`src/rtl/bxl_pkg.sv`:
```
package bxl_pkg;
  localparam int NUM_BANKS = 2;
  localparam int NUM_PORTS = NUM_BANKS + 1;

  typedef enum logic {
    BANK_ONE = 1'b0,
    BANK_TWO = 1'b1
  } bank_sel_e;
endpackage

```
`src/rtl/bxl_latch.sv`:
```
module bxl_latch #(
  parameter int W = 12
) (
  input  logic         clk,
  input  logic         rst,
  input  logic         le,
  input  logic [W-1:0] d,
  output logic [W-1:0] q
);
  always_ff @(posedge clk) begin
    if (rst)     q <= '0;
    else if (le) q <= d;
  end


  hold_when_closed_chk: assert property (@(posedge clk) disable iff (rst)
    !le |=> $stable(q));


  follow_when_open_chk: assert property (@(posedge clk) disable iff (rst)
    le |=> (q == $past(d)));
endmodule

```
`src/rtl/bxl_oe_reg.sv`:
```
module bxl_oe_reg (
  input  logic clk,
  input  logic rst,
  input  logic oe_n,
  output logic oe
);
  always_ff @(posedge clk) begin
    if (rst) oe <= 1'b0;
    else     oe <= ~oe_n;
  end


  drive_only_when_enabled_chk: assert property (@(posedge clk) disable iff (rst)
    $rose(oe) |-> !$past(oe_n));
endmodule

```
`src/rtl/bxl_bank_mux.sv`:
```
module bxl_bank_mux
  import bxl_pkg::*;
#(
  parameter int W = 12
) (
  input  logic         sel,
  input  logic [W-1:0] from_b1,
  input  logic [W-1:0] from_b2,
  output logic [W-1:0] y
);
  always_comb begin
    if (sel == BANK_TWO) y = from_b2;
    else                 y = from_b1;
  end
endmodule

```
`src/rtl/bxl_top.sv`:
```
module bxl_top
  import bxl_pkg::*;
#(
  parameter int W = 12
) (
  input  logic         clk,
  input  logic         rst,
  input  logic [W-1:0] a_in,
  output logic [W-1:0] a_out,
  output logic         a_oe,
  input  logic [W-1:0] b1_in,
  output logic [W-1:0] b1_out,
  output logic         b1_oe,
  input  logic [W-1:0] b2_in,
  output logic [W-1:0] b2_out,
  output logic         b2_oe,
  input  logic         le_a_to_b1,
  input  logic         le_a_to_b2,
  input  logic         le_b1_to_a,
  input  logic         le_b2_to_a,
  input  logic         bank_sel,
  input  logic         a_oe_n,
  input  logic         b1_oe_n,
  input  logic         b2_oe_n
);
  logic [W-1:0] bank_in   [NUM_BANKS];
  logic [W-1:0] to_bank_q [NUM_BANKS];
  logic [W-1:0] to_a_q    [NUM_BANKS];
  logic         le_to_bank[NUM_BANKS];
  logic         le_to_a   [NUM_BANKS];
  logic [NUM_PORTS-1:0] oe_n_vec;
  logic [NUM_PORTS-1:0] oe_vec;

  assign bank_in[0]    = b1_in;
  assign bank_in[1]    = b2_in;
  assign le_to_bank[0] = le_a_to_b1;
  assign le_to_bank[1] = le_a_to_b2;
  assign le_to_a[0]    = le_b1_to_a;
  assign le_to_a[1]    = le_b2_to_a;

  // Two storage elements per bank: one per direction.
  for (genvar g = 0; g < NUM_BANKS; g++) begin : g_bank
    bxl_latch #(.W(W)) u_to_bank (
      .clk(clk), .rst(rst), .le(le_to_bank[g]), .d(a_in), .q(to_bank_q[g])
    );
    bxl_latch #(.W(W)) u_to_a (
      .clk(clk), .rst(rst), .le(le_to_a[g]), .d(bank_in[g]), .q(to_a_q[g])
    );
  end

  bxl_bank_mux #(.W(W)) u_mux (
    .sel(bank_sel), .from_b1(to_a_q[0]), .from_b2(to_a_q[1]), .y(a_out)
  );

  assign b1_out = to_bank_q[0];
  assign b2_out = to_bank_q[1];

  // Port order in the enable vectors: 0 = A, 1 = B1, 2 = B2.
  assign oe_n_vec = {b2_oe_n, b1_oe_n, a_oe_n};

  for (genvar p = 0; p < NUM_PORTS; p++) begin : g_oe
    bxl_oe_reg u_oe (.clk(clk), .rst(rst), .oe_n(oe_n_vec[p]), .oe(oe_vec[p]));
  end

  assign a_oe  = oe_vec[0];
  assign b1_oe = oe_vec[1];
  assign b2_oe = oe_vec[2];


  a_steady_when_closed_chk: assert property (@(posedge clk) disable iff (rst)
    (!$past(le_b1_to_a) && !$past(le_b2_to_a) && $stable(bank_sel)) |-> $stable(a_out));


  banks_ignore_b_side_chk: assert property (@(posedge clk) disable iff (rst)
    (!$past(le_a_to_b1) && !$past(le_a_to_b2)) |-> ($stable(b1_out) && $stable(b2_out)));
endmodule

```
`config.mk`:
```
export PLATFORM = sky130hd
export DESIGN_NAME = bxl_top
export DESIGN_NICKNAME = d
export VERILOG_FILES = /design/src/rtl/bxl_pkg.sv /design/src/rtl/bxl_latch.sv /design/src/rtl/bxl_oe_reg.sv /design/src/rtl/bxl_bank_mux.sv /design/src/rtl/bxl_top.sv
export SDC_FILE = /design/constraint.sdc
export NUM_CORES = 1
export LEC_CHECK = 0
export ABC_AREA = 1
export BUFFER_PORTS_ARGS = -buffer_cell sky130_fd_sc_hd__buf_2
export CORE_ASPECT_RATIO = 0.8
export CORE_MARGIN = 10
export CORE_UTILIZATION = 43
export DETAILED_ROUTE_END_ITERATION = 8
export GPL_ROUTABILITY_DRIVEN = 0
export PLACE_DENSITY = 0.82
export SLEW_MARGIN = 20
export SYNTH_ARGS = -nofsm -noshare
export SYNTH_HDL_FRONTEND = slang
export SYNTH_HIERARCHICAL = 1
export SYNTH_SLANG_ARGS = --single-unit
export TNS_END_PERCENT = 10
```
`constraint.sdc`:
```
create_clock -name clk -period 0.8 [get_ports clk]
set_clock_uncertainty 0.05 [all_clocks]
set_input_delay 0.04 -clock clk [delete_from_list [all_inputs] [get_ports clk]]
set_output_delay 0.04 -clock clk [all_outputs]
set_load 0.02 [all_outputs]
```
# Word level (Yosys, flattened, before mapping)
# Cells that the tools add are included.
[word_totals]
register_bits = 51
in_bits = 46
output_inout_bits = 39
word_cells = 11
[op_classes]
n_mux = 1
bitwise = 3
[ops]
columns = ["cell", "count"]
rows = [
  ["2-to-1 mux 12 bit", 1],
  ["inverter 1 bit", 3],
]

# Logic depth before layout (Yosys ltp)
# Gate-level depths: netlist (run 1).
[depth]
ltp_word = 1
ltp_mapped = 4
depth_no_buf = 4

# Hierarchy
# Netlist (run 1), hierarchy kept.
[by_module_without_submodules]
columns = ["module", "n_inst", "cells_each", "area_each_um2", "seq_area_each_um2"]
rows = [
  ["bxl_latch", 4, 76, 496.7, 240.2],
  ["bxl_bank_mux", 1, 39, 157.7, 0.0],
  ["bxl_oe_reg", 3, 2, 23.8, 20.0],
]

# Least setup slack after synthesis (run 1)
# No wires, ideal clock.
[synth_path]
kind = "reg2reg"
from = "register g_bank[0].u_to_bank/q[9] (netlist name)"
to = "register g_bank[0].u_to_bank.q[9]"
setup_time_ns = 0.064
arrival_time_ns = 0.569
required_ns = 0.686
setup_slack_ns = 0.118
path_stages_with_launch = 3
path_buffers = 0
synth_period_minus_slack_ns = 0.682
cell_sequence = "dfxtp_1 nor2_1 nor2_1"
[synth_rtl]
columns = ["element", "line_no", "source"]
rows = [
  ["to (signal assigned)", "bxl_latch.sv:11", "if (rst) q <= '0;"],
  ["to (signal assigned)", "bxl_latch.sv:12", "else if (le) q <= d;"],
  ["to (decl)", "bxl_latch.sv:8", "output logic [W-1:0] q"],
]

# Final worst setup path (run 1)
[layout_path]
from = "register g_bank[0].u_to_a.q[11]"
to = "output port a_out[11]"
[layout_between]
elab_chain_cells = 1
[layout_lines]
columns = ["element", "line_no", "source"]
rows = [
  ["from (decl)", "bxl_latch.sv:8", ""],
  ["from (signal assigned)", "bxl_latch.sv:11", ""],
  ["from (signal assigned)", "bxl_latch.sv:12", ""],
  ["2-to-1 mux 12 bit", "bxl_bank_mux.sv:12", "if (sel == BANK_TWO) y = from_b2;"],
  ["to (decl)", "bxl_top.sv:9", "output logic [W-1:0] a_out,"],
]
# Every way passes these cells.

==> run summary, run 1 <==
Post-synth EDFFs: 0
yosys warns: 6
Yosys top cell area share: 0.461
DIE HEIGHT: 84.2 um
final wirelength: 6660 um
number of nets in the layout: 518
GR Layer Usage met2: 0.289
cell with the most instances after synthesis: nand2_1
vias in the first global route: 2,538
Sw Ratio: 0.279
met1 usage: 0.148
Async S/R FF share, synth: 0
Main synth FF type: dfxtp_1
post-synth net total: 395
final setup TNS: -3310 ps
Seq cells post-synth: 51
Vias per Instance: 4.40
Overflow after GRT: 0
outcome: finished, violations left
Clk pwr share: 0.247
Setup Crit Path Kind: reg2out
worst vdd ir: 797 uV
M3 GR Usage: 0.0753
gr busiest metal: met2
violated checks: setup timing
Filler cells: 424
RSZ-0062 raised after global routing: true
sw power: 0.00157 W
achievable clock frequency: 0.989 GHz
width of the die: 100 um
Hold Path Class: in2reg
Leak: 1.99 nW
CTS H-Tree Depth: 2
Clock Sinks: 51
PD cells: 1600 mW/mm^2
Syn Inst Count: 349
area leader, netlist: dfxtp_1
Worst Path Arrival: 920 ps
final setup vio count: 39
worst skew pair latency: 290 ps
FF+latch area: 0.00108 sq mm
Initial Util: 0.443
Max Root-Sink Buffers: 2
HP Start: a_in[3]
Worst-Margin Slew: 372 ps
Post-Syn Area: 0.00222 sq mm
RR Startpoint: g_bank[0].u_to_a/q[11]$_SDFFE_PP0P_
Worst Setup SP: g_bank[0].u_to_a/q[11]$_SDFFE_PP0P_
initial antenna violation count: 0
placed cells: 489
Rows: 23
Worst setup SP type: flop
kind of end point of the critical path: primary output
WP data required: 710 ps
die area: 0.00844 sq mm
Detailed Routing Iterations Pass 1: 4
top cells by count, synth: nand2_1 (132), nor2_1 (99), inv_1 (52), dfxtp_1 (51), buf_6 (9)
total number of vias: 2,356
first-pass GRT wire length: 11,100 um
Clock Pin Slew Worst Setup and Hold Paths: 90 ps
HPWL after DPL: 4450 um
part of the power in combinational logic: 0.242
GRT Total Usage: 0.157
CTS Buf Count: 5
Final Hold Fails: 0
Seq/Total Area, Yosys: 0.461
Clock Root Buffer: clkbuf_8
CORE AREA: 0.00501 sq mm
post-DR wirelength/cell: 12.4 um
Max-slew headroom: 0.752
worst setup margin: -211 ps
antenna-violating nets left: 0
Non-Filler Instances: 535
time the worst path needs with I/O delays and setup: 1010 ps
max-slew violations: 0
Synth cell types: 8
Iteration-0 DRC Markers: 39
Avg Inst Size Synth: 6.35 sq um
max-cap check violation count: 0
top post-synthesis cells by area: dfxtp_1 (46%), nand2_1 (22%), nor2_1 (17%)
fin crit share: 1.26
Int Pwr: 0.00405 W
TritonCTS clock tree: yes
Seq pwr share: 0.510
area of the multi-input gates: 902 sq um
residual DRC count: 0
num ports: 85
share of layout cells above drive strength 1: 0.353
Ant. Diodes: 0
CP max FO: 2
IO buf count: 84
area delta synth->final: 58.3%
largest net degree at the start of global routing: 25
[placed cells by master, fill, tap and decap left out]
master and count:
buf_12 4, buf_2 45, buf_4 5, buf_6 39, clkbuf_1 2, clkbuf_8 5
clkinv_2 1, dfxtp_1 1, dfxtp_2 50, dlygate4sd3_1 32, dlymetal6s4s_1 5, inv_1 49
inv_2 4, nand2_1 118, nand2_2 14, nor2_1 99
[critical path: stages (launching register included)]
cell     delay (ps)
dfxtp_2         340
nand2_2          60
nand2_2         100
buf_6           120
[registers in the layout, indices dropped and copies added, names as in the netlist]
register	count
g_bank.u_to_a/q	24
g_bank.u_to_bank/q	24
g_oe.u_oe/oe	3
[path summary, 6_finish.rpt]
path	endpoint	slack [ps]	cells past startpoint
hold / removal	g_bank[1].u_to_bank/q[3]$_SDFFE_PP0P_	6	5
setup reg to reg	g_bank[0].u_to_a/q[11]$_SDFFE_PP0P_	70	3
hold reg to reg	g_bank[1].u_to_a/q[4]$_SDFFE_PP0P_	430	2
setup / recovery	a_out[11]	-210	3
[power groups by stage]
stage	logic [W]	clock network, W	registers (W)
after floorplan	0.000523	0	0.00296
after global placement	0.000986	0	0.00286
after detailed placement	0.00101	0	0.00286
after CTS	0.00132	0.00144	0.00286
after global routing	0.00151	0.00156	0.00289
final	0.00136	0.00139	0.00287
[logic make-up after synthesis]
group         synth area share
flops                    0.461
buf+inv                  0.148
simple gates             0.391
[routing by layer]
layer,share of wire,routed length [um]
met1,0.37,2480
met2,0.52,3440
met3,0.092,611
met4,0.018,123
met5,0,0
[area by class of cell]
type,count,area share
Inverter,53,0.0567
Clock inverter,1,0.00143
Multi-Input combinational cell,231,0.257
Timing Repair Buffer,130,0.332
Tap cell,62,0.0221
Clock buffer,7,0.0218
Sequential cell,51,0.309
[stage by stage]
step / setup WS, ps / utilization / hold slack, ps / instance area (sq um) / power, W
after floorplan: 118 / - / 56.7 / 2220 / 0.00348
after global placement: 7.51 / 0.538 / 146 / 2700 / 0.00384
after detailed placement: 12.3 / 0.538 / 148 / 2700 / 0.00387
after CTS: -202 / 0.690 / 1.48 / 3460 / 0.00562
after global routing: -245 / 0.701 / 11.7 / 3510 / 0.00596
final: -211 / 0.701 / 6.23 / 3510 / 0.00562
[repair_timing]
action | in CTS | in global routing
hold buffers | 37 | 0
endpoints found under the hold margin | 40 | 0
setup endpoints to repair | 39 | 50
gates cloned | 0 | 0
resized for setup | 128 | 22
pin swaps | 7 | 8
buffers inserted | 0 | 1
Power figures use the tool's default switching activity.
==> inputs of run 2 (changes only) <==
- CORE_MARGIN: 10 -> 5
- CTS_CLUSTER_SIZE: default -> 40
- SYNTH_HIERARCHICAL: 1 -> default
==> run 2 against run 1 <==
Against the previous run: the flow finishes with violations (hold timing, setup timing); critical path depth unchanged; routed wire length shrank 12%; flip-flop and latch count stayed put; critical path type unchanged; critical endpoint is now a_out[5]; worst hold slack lost 10 ps; power up 12%; final area down 1.9%; utilization down 0.12 points; largest cell class unchanged; maximum frequency decreased by 4.5%; final cell count is 4.1% lower; combinational power shrank 4%; register-to-register slack is essentially flat.
==> run summary, run 2 <==
Adder-Cell Fraction of Synth Area: 0
residual DRC count: 0
achievable clock frequency: 0.944 GHz
Async S/R FF share, synth: 0
final setup vio count: 39
initial antenna violation count: 0
Seq cells post-synth: 51
Sw Ratio: 0.257
TritonCTS clock tree: yes
Max-slew headroom: 0.670
top post-synthesis cells by area: dfxtp_1 (47%), nand2_1 (19%), nor2_1 (17%)
GR Layer Usage met2: 0.338
Int Pwr: 0.00465 W
final instance area: 0.00344 sq mm
largest registers: g_bank.u_to_a.q: 24 flops, g_bank.u_to_bank.q: 24 flops, g_oe.u_oe.oe: 3 flops
Worst-Margin Slew: 495 ps
Iteration-0 DRC Markers: 68
PD cells: 1820 mW/mm^2
cell family with most CP delay: flip-flops
num ports: 85
Seq pwr share: 0.457
WP data required: 710 ps
area leader, netlist: dfxtp_1
worst setup margin: -259 ps
worst skew pair latency: 300 ps
met1 usage: 0.198
CORE AREA: 0.00492 sq mm
largest family of logic cells by synthesized area: simple AND/OR/NAND/NOR gates
part of the power in combinational logic: 0.209
Main synth FF type: dfxtp_1
post-DR wirelength/cell: 11.4 um
max-slew violations: 0
Hold Path Class: in2reg
Clk pwr share: 0.334
Post-Syn Area: 0.00215 sq mm
top cells by count, synth: nand2_1 (108), nor2_1 (99), dfxtp_1 (51), inv_1 (48), o21ai_0 (12)
Synth cell types: 9
share of layout cells above drive strength 1: 0.373
DIE HEIGHT: 73.3 um
Worst Path Arrival: 970 ps
vias in the first global route: 2,201
CP max stage delay: 350 ps
time the worst path needs with I/O delays and setup: 1060 ps
post-synthesis compound-gate area fraction: 0.0279
crit path cell chain: nand2_1 > o21ai_1 > buf_4
Crit-path slowest cell: dfxtp_2
number of nets in the layout: 496
Syn Inst Count: 334
most common cell after layout, fill and taps aside: nand2_1
Simple-Gate Fraction of Synth Area: 0.361
CTS H-Tree Depth: 2
Worst setup SP type: flop
yosys warns: 0
Filler cells: 381
die area: 0.00652 sq mm
Setup Crit Path Kind: reg2out
Ant. Diodes: 0
sw power: 0.00161 W
kind of end point of the critical path: primary output
Avg Inst Size Synth: 6.44 sq um
fin crit share: 1.32
Detailed Routing Iterations Pass 1: 4
largest net degree at the start of global routing: 25
Max Root-Sink Buffers: 2
Worst Path Buf+Inv: 1
Cell Area, Placed: 0.00264 sq mm
Synth Area in XOR/XNOR: 0
width of the die: 89.1 um
max-cap check violation count: 0
GRT Total Usage: 0.187
Overflow after GRT: 0
CP max FO: 2
final wirelength: 5850 um
Final Hold Fails: 1
Leak: 1.83 nW
M3 GR Usage: 0.0762
Post-synth EDFFs: 0
first-pass GRT wire length: 9400 um
CTS Buf Count: 5
IO buf count: 84
area delta synth->final: 60.0%
Clock Root Buffer: clkbuf_8
violated checks: hold timing, setup timing
most frequent cells in the layout: nand2_1 (105), nor2_1 (99), dfxtp_2 (50), buf_2 (45), inv_1 (38)
Seq/Total Area, Yosys: 0.475
HPWL after DPL: 3670 um
total number of vias: 2,266
cell with the most instances after synthesis: nand2_1
gr busiest metal: met2
Clock Sinks: 51
mux cell area share after synthesis: 0
Rows: 23
post-synth net total: 380
Clock Pin Slew Worst Setup and Hold Paths: 90 ps
antenna-violating nets left: 0
Initial Util: 0.437
RSZ-0062 raised after global routing: true
outcome: finished, violations left
Vias per Instance: 4.42
Hold Slack: -4.13 ps
worst vdd ir: 1090 uV
Yosys top cell area share: 0.475
run 2: cell families after synthesis:
family | count (synthesis)
buffers and inverters | 64
DFF | 51
and+or+nand+nor | 207
AOI/OAI and AO/OA | 12
run 2: path summary, 6_finish.rpt:
kind	from	endpoint	slack (ps)	depth (start not counted)
max	g_bank[1].u_to_a.q[5]$_SDFFE_PP0P_	a_out[5]	-260	3
min	b1_in[11]	g_bank[0].u_to_a.q[11]$_SDFFE_PP0P_	-4	5
max reg2reg	g_bank[0].u_to_a.q[10]$_SDFFE_PP0P_	g_bank[0].u_to_a.q[10]$_SDFFE_PP0P_	80	3
min reg2reg	g_bank[0].u_to_a.q[5]$_SDFFE_PP0P_	g_bank[0].u_to_a.q[5]$_SDFFE_PP0P_	420	2
run 2: cell type report:
cell class	instances	area, sq um	area share
timing repair buffer	124	1090	0.318
sequential	51	1080	0.315
multi-input combinational	219	871	0.253
inverter	49	184	0.0534
tap	62	77.6	0.0225
clock buffer	6	72.6	0.0211
clock inverter	2	60.1	0.0174
run 2: what timing repair did:
item / in CTS / in global routing
endpoints found under the setup margin: 39 / 42
hold buffers: 33 / 1
buffers inserted: 1 / 0
pin swaps: 2 / 2
endpoints found under the hold margin: 34 / 1
gates resized for setup: 132 / 22
run 2: worst register-to-register path, stage by stage, from the launching register on:
cell,delay [ps]
dfxtp_2,330
buf_4,120
nor2_1,80
nor2_1,50
run 2: layer usage:
| layer | up-vias | wire, um |
|---|---|---|
| met3 | 10 | 489 |
| met1 | 983 | 2320 |
| met5 | - | 0 |
| met4 | 0 | 109 |
| met2 | 76 | 2930 |
| li1 | 1197 | - |
run 2: metrics by stage:
stage | std cells | power (W) | setup TNS [ps] | worst slack (ps) | utilization
detailed placement | 470 | 0.00383 | -119 | -34.2 | 0.536
CTS | 512 | 0.00623 | -4490 | -273 | 0.688
finish | 513 | 0.00626 | -4180 | -259 | 0.699
global route | 513 | 0.00657 | -5820 | -304 | 0.699
floorplan | 334 | 0.00346 | -1140 | -103 | -
global placement | 470 | 0.00381 | -110 | -44.8 | 0.536
run 2: power by group through the flow:
stage	Clock (W)	Combinational (W)	Sequential (W)
2_1_floorplan	0	0.000504	0.00296
3_3_place_gp	0	0.000963	0.00285
3_5_place_dp	0	0.000977	0.00286
4_1_cts	0.00211	0.00126	0.00285
5_1_grt	0.00225	0.00144	0.00288
6_report	0.00209	0.00131	0.00286
